--- src/rtl/daf_pkg.sv ---
package daf_pkg;
  localparam int unsigned DAF_CRC_W = 32;
  localparam logic [DAF_CRC_W-1:0] DAF_POLY = 32'h04C11DB7;
  localparam int unsigned DAF_BYTE_W = 8;

  typedef enum logic [1:0] {
    SEL_STA_LO = 2'd0,
    SEL_STA_HI = 2'd1,
    SEL_TBL_LO = 2'd2,
    SEL_TBL_HI = 2'd3
  } daf_sel_e;
endpackage

--- src/rtl/daf_crc_byte.sv ---
module daf_crc_byte #(
  parameter int unsigned CRC_W = daf_pkg::DAF_CRC_W,
  parameter logic [CRC_W-1:0] POLY = daf_pkg::DAF_POLY,
  parameter int unsigned BYTE_W = daf_pkg::DAF_BYTE_W
) (
  input  logic [CRC_W-1:0]  crc_in,
  input  logic [BYTE_W-1:0] data,
  output logic [CRC_W-1:0]  crc_out
);
  logic [CRC_W-1:0] stage [BYTE_W+1];

  assign stage[0] = crc_in;

  // one shift per data bit, least significant data bit first
  for (genvar b = 0; b < BYTE_W; b++) begin : g_bit
    logic fb;
    assign fb = stage[b][CRC_W-1] ^ data[b];
    assign stage[b+1] = {stage[b][CRC_W-2:0], 1'b0} ^ (fb ? POLY : '0);
  end

  assign crc_out = stage[BYTE_W];
endmodule

--- src/rtl/daf_regs.sv ---
module daf_regs #(
  parameter int unsigned REG_W    = 32,
  parameter int unsigned STA_W    = 48,
  parameter int unsigned TBL_REGS = 2,
  parameter int unsigned SEL_W    = 2,
  localparam int unsigned TBL_W   = TBL_REGS * REG_W
) (
  input  logic             clk,
  input  logic             rst,
  input  logic             we,
  input  logic [SEL_W-1:0] sel,
  input  logic [REG_W-1:0] wdata,
  output logic [STA_W-1:0] sta,
  output logic [TBL_W-1:0] tbl
);
  localparam int unsigned HI_W = STA_W - REG_W;

  logic [REG_W-1:0] sta_lo_q;
  logic [HI_W-1:0]  sta_hi_q;
  logic [REG_W-1:0] tbl_r [TBL_REGS];

  always_ff @(posedge clk) begin
    if (rst) begin
      sta_lo_q <= '0;
      sta_hi_q <= '0;
    end else if (we) begin
      if (sel == SEL_W'(0)) sta_lo_q <= wdata;
      if (sel == SEL_W'(1)) sta_hi_q <= wdata[HI_W-1:0];
    end
  end

  // table words sit above the two station selects
  for (genvar k = 0; k < TBL_REGS; k++) begin : g_tbl
    always_ff @(posedge clk) begin
      if (rst)
        tbl_r[k] <= '0;
      else if (we && sel == SEL_W'(k + 2))
        tbl_r[k] <= wdata;
    end
    assign tbl[k*REG_W +: REG_W] = tbl_r[k];
  end

  assign sta = {sta_hi_q, sta_lo_q};
endmodule

--- src/rtl/daf_capture.sv ---
module daf_capture #(
  parameter int unsigned ADDR_BYTES = 6,
  parameter int unsigned HASH_BITS  = 6,
  parameter int unsigned CRC_W      = daf_pkg::DAF_CRC_W,
  localparam int unsigned AW        = 8 * ADDR_BYTES,
  localparam int unsigned CNT_W     = $clog2(ADDR_BYTES + 1)
) (
  input  logic                 clk,
  input  logic                 rst,
  input  logic                 in_valid,
  input  logic                 in_start,
  input  logic [7:0]           in_byte,
  output logic                 fin,
  output logic [AW-1:0]        addr_full,
  output logic [HASH_BITS-1:0] hash_idx
);
  localparam logic [CNT_W-1:0] LAST = CNT_W'(ADDR_BYTES - 1);

  logic [CNT_W-1:0] cnt_q;
  logic [CRC_W-1:0] crc_q, crc_src, crc_nx;
  logic [7:0]       addr_r [ADDR_BYTES-1];
  logic             take;
  logic [CNT_W-1:0] slot;

  // cnt_q == 0 means idle (no address in progress)
  assign take = in_valid && (in_start || cnt_q != '0);
  assign slot = in_start ? '0 : cnt_q;
  assign fin  = in_valid && !in_start && (cnt_q == LAST);

  assign crc_src = in_start ? '1 : crc_q;

  daf_crc_byte #(.CRC_W(CRC_W)) u_step (
    .crc_in (crc_src),
    .data   (in_byte),
    .crc_out(crc_nx)
  );

  always_ff @(posedge clk) begin
    if (rst) begin
      cnt_q <= '0;
      crc_q <= '1;
    end else if (take) begin
      crc_q <= crc_nx;
      if (fin) cnt_q <= '0;
      else     cnt_q <= slot + CNT_W'(1);
    end
  end

  for (genvar s = 0; s < ADDR_BYTES - 1; s++) begin : g_slot
    always_ff @(posedge clk) begin
      if (rst)
        addr_r[s] <= '0;
      else if (take && slot == CNT_W'(s))
        addr_r[s] <= in_byte;
    end
    assign addr_full[8*s +: 8] = addr_r[s];
  end

  // the last byte is used straight from the input
  assign addr_full[AW-1 -: 8] = in_byte;
  assign hash_idx = ~crc_nx[CRC_W-1 -: HASH_BITS];
endmodule

--- src/rtl/daf_decide.sv ---
module daf_decide #(
  parameter int unsigned AW        = 48,
  parameter int unsigned HASH_BITS = 6,
  localparam int unsigned TBL_W    = 1 << HASH_BITS
) (
  input  logic                 clk,
  input  logic                 rst,
  input  logic                 fin,
  input  logic [AW-1:0]        addr,
  input  logic [HASH_BITS-1:0] hash_idx,
  input  logic [AW-1:0]        sta,
  input  logic [TBL_W-1:0]     tbl,
  input  logic                 pass_all,
  output logic                 out_valid,
  output logic                 out_accept
);
  logic is_group, is_bcast, grp_hit, uni_hit, keep;

  assign is_group = addr[0];
  assign is_bcast = &addr;
  assign grp_hit  = tbl[hash_idx];
  assign uni_hit  = (addr == sta);
  assign keep     = pass_all || is_bcast || (is_group ? grp_hit : uni_hit);

  always_ff @(posedge clk) begin
    if (rst) begin
      out_valid  <= 1'b0;
      out_accept <= 1'b0;
    end else begin
      out_valid  <= fin;
      out_accept <= fin && keep;
    end
  end
endmodule

--- src/rtl/dest_addr_filter.sv ---
module dest_addr_filter #(
  parameter int unsigned ADDR_BYTES = 6,
  parameter int unsigned HASH_BITS  = 6,
  parameter int unsigned REG_W      = 32,
  localparam int unsigned AW        = 8 * ADDR_BYTES,
  localparam int unsigned TBL_REGS  = (1 << HASH_BITS) / REG_W,
  localparam int unsigned SEL_W     = $clog2(TBL_REGS + 2)
) (
  input  logic             clk,
  input  logic             rst,
  input  logic             cfg_we,
  input  logic [SEL_W-1:0] cfg_sel,
  input  logic [REG_W-1:0] cfg_wdata,
  input  logic             pass_all,
  input  logic             in_valid,
  input  logic             in_start,
  input  logic [7:0]       in_byte,
  output logic             out_valid,
  output logic             out_accept
);
  localparam int unsigned TBL_W = TBL_REGS * REG_W;

  logic [AW-1:0]        sta;
  logic [TBL_W-1:0]     tbl;
  logic                 fin;
  logic [AW-1:0]        addr_full;
  logic [HASH_BITS-1:0] hash_idx;

  daf_regs #(
    .REG_W(REG_W), .STA_W(AW), .TBL_REGS(TBL_REGS), .SEL_W(SEL_W)
  ) u_regs (
    .clk(clk), .rst(rst), .we(cfg_we), .sel(cfg_sel), .wdata(cfg_wdata),
    .sta(sta), .tbl(tbl)
  );

  daf_capture #(.ADDR_BYTES(ADDR_BYTES), .HASH_BITS(HASH_BITS)) u_cap (
    .clk(clk), .rst(rst), .in_valid(in_valid), .in_start(in_start),
    .in_byte(in_byte), .fin(fin), .addr_full(addr_full), .hash_idx(hash_idx)
  );

  daf_decide #(.AW(AW), .HASH_BITS(HASH_BITS)) u_dec (
    .clk(clk), .rst(rst), .fin(fin), .addr(addr_full), .hash_idx(hash_idx),
    .sta(sta), .tbl(tbl), .pass_all(pass_all),
    .out_valid(out_valid), .out_accept(out_accept)
  );
endmodule

--- config.mk ---
export PLATFORM = sky130hd
export DESIGN_NAME = dest_addr_filter
export DESIGN_NICKNAME = d
export VERILOG_FILES = /design/src/rtl/daf_pkg.sv /design/src/rtl/daf_crc_byte.sv /design/src/rtl/daf_regs.sv /design/src/rtl/daf_capture.sv /design/src/rtl/daf_decide.sv /design/src/rtl/dest_addr_filter.sv
export SDC_FILE = /design/constraint.sdc
export NUM_CORES = 1
export LEC_CHECK = 0
export BUFFER_PORTS_ARGS = -buffer_cell sky130_fd_sc_hd__buf_4
export CAP_MARGIN = 20
export CELL_PAD_IN_SITES_DETAIL_PLACEMENT = 1
export CELL_PAD_IN_SITES_GLOBAL_PLACEMENT = 1
export CORE_MARGIN = 1
export CORE_UTILIZATION = 30
export CTS_CLUSTER_SIZE = 28
export DETAILED_ROUTE_END_ITERATION = 12
export PLACE_DENSITY_LB_ADDON = 0.1
export REMOVE_ABC_BUFFERS = 1
export SETUP_SLACK_MARGIN = 0.4
export SKIP_LAST_GASP = 1
export SYNTH_ARGS = -nofsm -noshare
export SYNTH_HDL_FRONTEND = slang
export SYNTH_SLANG_ARGS = --single-unit
--- constraint.sdc ---
create_clock -name clk -period 4.8 [get_ports clk]
set_input_delay 0.96 -clock clk [delete_from_list [all_inputs] [get_ports clk]]
set_output_delay 0.96 -clock clk [all_outputs]
set_load 0.05 [all_outputs]
## Word level (Yosys, flattened, before mapping)

Memories as Yosys holds them, arrays and structs flattened.
Index checks and enable logic that the tools add are counted.

| storage, ports and cells | value |
|---|---|
| register bits | 85 |
| latch bits | 0 |
| memory bits (writable) | 104 |
| ROM bits | 0 |
| output and inout bits | 2 |
| word-level logic and storage cells | 108 |
| memories kept | 2 |

Memories:

| name | words | width | rd ports | clocked after memory_dff | wr ports | line | source |
|---|---|---|---|---|---|---|---|
| u_regs.tbl_r | 2 | 32 | 2 | 0 | 2 | daf_regs.sv:20 | `logic [REG_W-1:0] tbl_r [TBL_REGS];` |
| u_cap.addr_r | 5 | 8 | 5 | 0 | 5 | daf_capture.sv:21 | `logic [7:0] addr_r [ADDR_BYTES-1];` |

| operators by class | value |
|---|---|
| $add $sub $neg | 1 |
| $mul | 0 |
| div/mod/pow operators | 0 |
| magnitude comparators | 1 |
| eq/ne operators | 9 |
| shifts and indexed selects | 0 |
| mux-type cells | 44 |
| bitwise logic cells | 24 |
| reduce and logical (&&, ||, !) cells | 21 |

Operators by type and width:

| operator | count |
|---|---|
| $xor A32 B27 Y32 | 8 |
| $mux W27 | 8 |
| $mux W32 | 3 |
| $eq A48 B48 Y1 | 1 |
| $reduce_and A48 Y1 | 1 |
| $mux W8 | 5 |
| $mux W1 | 25 |
| $logic_and A1 B1 Y1 | 11 |
| $xor A1 B1 Y1 | 8 |
| $lt A6 B7 Y1 const B | 1 |
| $or A1 B1 Y1 | 7 |
| $bmux W1 S6 | 1 |
| $eq A3 B2 Y1 const B | 2 |
| $eq A3 B3 Y1 const B | 2 |
| $mux W3 | 2 |
| $not A6 Y6 | 1 |
| $eq A2 B2 Y1 const B | 2 |
| $reduce_and A2 Y1 | 2 |
| $add A3 B1 Y3 const B | 1 |
| $eq A3 B1 Y1 const B | 1 |
| $logic_not A3 Y1 | 1 |
| $logic_or A1 B1 Y1 | 3 |
| $reduce_bool A3 Y1 | 1 |
| $eq A2 B1 Y1 const B | 1 |
| other kinds (2) | 2 |

## Logic depth before layout (Yosys ltp)

| depth | value |
|---|---|
| depth in word-level cells | 31 |
| gate-level depth with buffers | 11 |

## Cells and area by module

A second synthesis with hierarchy kept.

| unflattened totals | value |
|---|---|
| cells, all modules | 843 |
| area, all modules | 10018.4 um^2 |

Modules (own cells, without submodules):

| module | instances | cells an instance | area an instance (um^2) | sequential area each (um^2) |
|---|---|---|---|---|
| daf_regs | 1 | 332 | 4514.3 | 2882.8 |
| daf_capture | 1 | 307 | 3264.4 | 1901.8 |
| daf_decide | 1 | 138 | 1308.8 | 40.0 |
| daf_crc_byte | 1 | 66 | 930.9 | 0.0 |

## Least setup slack after synthesis

Ideal clock, no wire load.

| timing path | value |
|---|---|
| kind | in2reg |
| start point | input cfg_sel[0] |
| end point | memory u_regs.tbl_r[0][0], enable pin |
| library setup time | 0.466 ns |
| arrival | 3.421 ns |
| slack | 0.914 ns |
| stages on the path | 2 |
| path buffers | 1 |
| path through | clkbuf_1 -> o21ai_0 |

RTL lines:

| what | line | source |
|---|---|---|
| start, declared | dest_addr_filter.sv:12 | `input logic [SEL_W-1:0] cfg_sel,` |
| end, declared | daf_regs.sv:20 |  |

## Final worst setup path

| timing path | value |
|---|---|
| start point | input in_start |
| end point | register u_dec.out_accept |

| between the ends | value |
|---|---|
| longest elaborated chain between the ends | 19 |
| elaborated cells on any way between the ends | 34 |

Ends and longest elaborated chain:

| what | line | source |
|---|---|---|
| start, declared | dest_addr_filter.sv:16 | `input logic in_start,` |
| $mux W32 | daf_capture.sv:30 | `assign crc_src = in_start ? '1 : crc_q;` |
| $xor A32 B27 Y32 or $xor A1 B1 Y1 (tied branches) | daf_crc_byte.sv:18, daf_crc_byte.sv:17 |  |
| $xor A1 B1 Y1 or $mux W27 (tied branches) | daf_crc_byte.sv:17, daf_crc_byte.sv:18 |  |
| $mux W27 or $xor A32 B27 Y32 (tied branches) | daf_crc_byte.sv:18 | `assign stage[b+1] = {stage[b][CRC_W-2:0], 1'b0} ^ (fb ? POLY : '0);` |
| $xor A32 B27 Y32 (5 in a row) | daf_crc_byte.sv:18 |  |
| $xor A32 B27 Y32 or $xor A1 B1 Y1 (tied branches) | daf_crc_byte.sv:18, daf_crc_byte.sv:17 |  |
| $xor A1 B1 Y1 or $mux W27 (tied branches) | daf_crc_byte.sv:17, daf_crc_byte.sv:18 |  |
| $mux W27 or $xor A32 B27 Y32 (tied branches) | daf_crc_byte.sv:18 |  |
| $xor A32 B27 Y32 | daf_crc_byte.sv:18 |  |
| $not A6 Y6 | daf_capture.sv:61 | `assign hash_idx = ~crc_nx[CRC_W-1 -: HASH_BITS];` |
| $bmux W1 S6 | daf_decide.sv:21 | `assign grp_hit = tbl[hash_idx];` |
| $mux W1 (not written as such) | daf_decide.sv:21 |  |
| $mux W1 | daf_decide.sv:23 | `assign keep = pass_all \|\| is_bcast \|\| (is_group ? grp_hit : uni_hit);` |
| $logic_or A1 B1 Y1 | daf_decide.sv:23 |  |
| $logic_and A1 B1 Y1 (*) | daf_decide.sv:31 | `out_accept <= fin && keep;` |
| end signal, assigned | daf_decide.sv:31 |  |
| end, declared | daf_decide.sv:15 | `output logic out_accept` |

Every way passes the cells marked *; elsewhere a longest branch is shown, timed or not. The select of a mux whose other input is x is not followed.
A chain may end at the register's enable or synchronous reset.

==> qor.txt <==
Final GP Congestion: 0.7888
All-Layer GR Usage: 18.07%
Max cap viols: 0
Leak Pwr: 4.159 nW
DR WL/cell: 20.99 um
R2R Path Start: u_cap.crc_q[27]$_SDFFE_PP1P_
WHS Path Cells: 2
DP HPWL: 20.17 mm
Post-synth top area share: 33.09%
Worst min-delay path class: reg -> reg
Top Ports: 50
Resize count post-CTS: 0
Critical Path AT: 3.75 ns
Fraction of layout cells with a size suffix above 1: 14.04%
Distinct cells, synth: 47
Hold EP: u_regs.sta_lo_q[10]$_SDFFE_PP0P_
Die H: 179.4 um
Synth warn: 0
CP endpoint kind: flop
Slew @ Worst Pin: 0.8162 ns
Die W: 179.4 um
Cell Area, Synth: 0.009438 mm2
Synth area leaders: edfxtp_1 33%, dfxtp_1 18%, xnor2_1 6.4%
Row cnt: 64
Root Driver: clkbuf_16
Critical path type: in -> reg
Ys async rst share: 0%
CP max FO: 24
Core area: 0.03075 mm2
Syn Area/Cell: 10.81 um2
Final Hold Viols: 0
I/O Buffers: 49
RSZ-0062 raised after global routing: no
Clock slew seen by the registers of the worst setup and hold paths: 0.08 ns
Area leader, netlist: edfxtp_1
DRC: 0
CP required: 5.13 ns
Initial antenna violation count: 0
Cell count after synthesis: 873
Placed Area: 0.01017 mm2
Pwr Total: 4.408 mW
R2R Setup Slk: 1.46 ns
Main synth FF type: edfxtp_1
Reg-to-reg critical path endpoint: u_dec.out_accept$_SDFF_PP0_
Post-synthesis register bit count: 189
Worst Setup Start Kind: input pin
Clk_lat worst skew: 0.44 ns
Worst Clk Skew: 0.01487 ns
FF-to-FF path depth: 9
PwrDens: 410.2 mW/mm2
Status: complete, no violations
Area growth, synth to finish: 13.87%
Final #Nets: 952
Pre-Repair DR Iteration Count: 6
Hold Buf Count CTS: 0
Non-Filler Cell Area, Final: 0.01075 mm2
H-tree levels: 4
DR iter-0 viols: 383
Post-Route Utilization: 34.95%
First-pass GRT wire length: 42.20 mm
Worst VDD drop: 0.2555 mV
DRT antenna net count: 0
Max-slew headroom: 45.17%
Post-synth EDFFs: 104
Post-route minimum period: 3.425 ns
CTS tree: yes
Sequential area share after synthesis: 51.12%
Via count: 6388
CTS max path bufs: 2
Total clock sinks: 189
Hold Path Origin: u_regs.sta_lo_q[10]$_SDFFE_PP0P_
Vias/cell: 4.884
Final setup fails: 0
Total wire length: 27.46 mm
Period Utilization, post-route: 71.35%
Max Fclk: 292.0 MHz
Largest net degree at the start of global routing: 62
Starting Density: 30.69%
Filler instances: 3407
Vias in the first global route: 6967
GRT overflow: 0
Post-CTS Setup Bufs: 0
TritonCTS Buffers: 17
Die ar.: 0.03217 mm2
# diodes: 0
Slew Limit Fails: 0
-- worst max path at each step --
| stage | start | endpoint | slack, ns |
|---|---|---|---|
| 2_1_floorplan | in_start | u_cap.addr_r[4][0]$_SDFFCE_PN0P_ | -1.65 |
| 3_3_place_gp | in_start | u_dec.out_accept$_SDFF_PP0_ | 0.96 |
| 3_5_place_dp | in_start | u_dec.out_accept$_SDFF_PP0_ | 0.89 |
| 4_1_cts | in_start | u_dec.out_accept$_SDFF_PP0_ | 1.37 |
| 5_1_grt | in_start | u_dec.out_accept$_SDFF_PP0_ | 1.22 |
| 6_report | in_start | u_dec.out_accept$_SDFF_PP0_ | 1.38 |
-- worst max-delay path, cell delays in order --
cell and delay, ns:
buf_4 0.26, nor2b_1 0.08, mux2_4 0.30, xor2_4 0.21, xor2_4 0.61, mux4_1 0.66, mux2i_1 0.24, mux2i_1 0.14
nor3b_2 0.20, o31ai_1 0.08
-- cell usage after synthesis (all sizes together) (4+ instances only) --
cell type  instances
xnor2             82
dfxtp             85
o21ai              5
and2              80
o211ai            29
nor4              18
nand4             16
clkbuf            40
mux2i              8
ha                 5
nor2              44
nand2            147
xor2              64
and3              27
edfxtp           104
mux4              15
nand3              4
buf               17
a21oi             49
inv                6
-- registers in the layout, summed over array words and instances (netlist names) --
register / cells
u_cap.cnt_q: 3
u_cap.crc_q: 32
u_regs.sta_hi_q: 16
u_dec.out_valid: 1
u_dec.out_accept: 1
u_regs.sta_lo_q: 32
u_regs.tbl_r: 64
u_cap.addr_r: 40
-- kinds of logic (layout without fill, tap and decap cells) --
family,Yosys count,after routing,synth area share [%]
muxes,24,24,5.025
xor gates and xnor gates,146,146,15.54
DFF,189,189,51.12
adders and majority gates,5,5,0.6629
buffers and inverters,63,102,3.142
AOI/OAI and AO/OA,94,94,6.125
and+or+nand+nor,352,352,18.39
-- per-layer routing --
metal / track usage, % / vias to the layer above / part of all wire (%)
met4: 5.812 / 0 / 1.9
met1: 22.74 / 3192 / 45
met2: 31.35 / 111 / 50
li1: - / 3055 / -
met5: 0 / - / 0
met3: 3.080 / 30 / 3.1
-- cell usage in the layout (no fill, tap or decap), drive strengths merged, types with 4 or more instances in the layout --
cell	Yosys	layout
inv	6	13
clkbuf	40	17
xnor2	82	82
xor2	64	64
and2	80	80
mux2i	8	8
a21oi	49	49
nand4	16	16
dfxtp	85	85
o211ai	29	29
clkinv	0	6
and3	27	27
edfxtp	104	104
nand3	4	4
nor4	18	18
nand2	147	147
mux4	15	15
o21ai	5	5
buf	17	64
ha	5	5
nor2	44	44
-- layout make-up --
type                            instances  area [um2]  share of cell area (%)
Clock buffer                           17       425.4                   3.959
Tap cell                              396       495.5                   4.611
Timing Repair Buffer                   64       480.5                   4.471
Clock inverter                         15       151.4                   1.409
Inverter                                6       22.52                  0.2096
Multi-Input combinational cell        621        4347                   40.45
Sequential cell                       189        4825                   44.89
-- through the flow --
| step | TNS (ns) | hold slack (ns) | std cells | setup WS, ns |
|---|---|---|---|---|
| final | 0 | 0.4725 | 1308 | 1.375 |
| after global routing | 0 | 0.5000 | 1308 | 1.217 |
| after CTS | 0 | 0.4777 | 1308 | 1.369 |
| after detailed placement | 0 | 0.4671 | 1276 | 0.8932 |
| after global placement | 0 | 0.4542 | 1276 | 0.9555 |
| after floorplan | -88.38 | 0.4305 | 816 | -1.650 |
-- report_power, final --
part           leakage [nW]  switching [mW]  total, mW  internal (mW)
logic                  2.13           0.589       1.08          0.493
clock network         0.280           0.723       1.42          0.695
registers              1.74          0.0856       1.91           1.82
No activity file was read; power rests on OpenSTA's default activity.
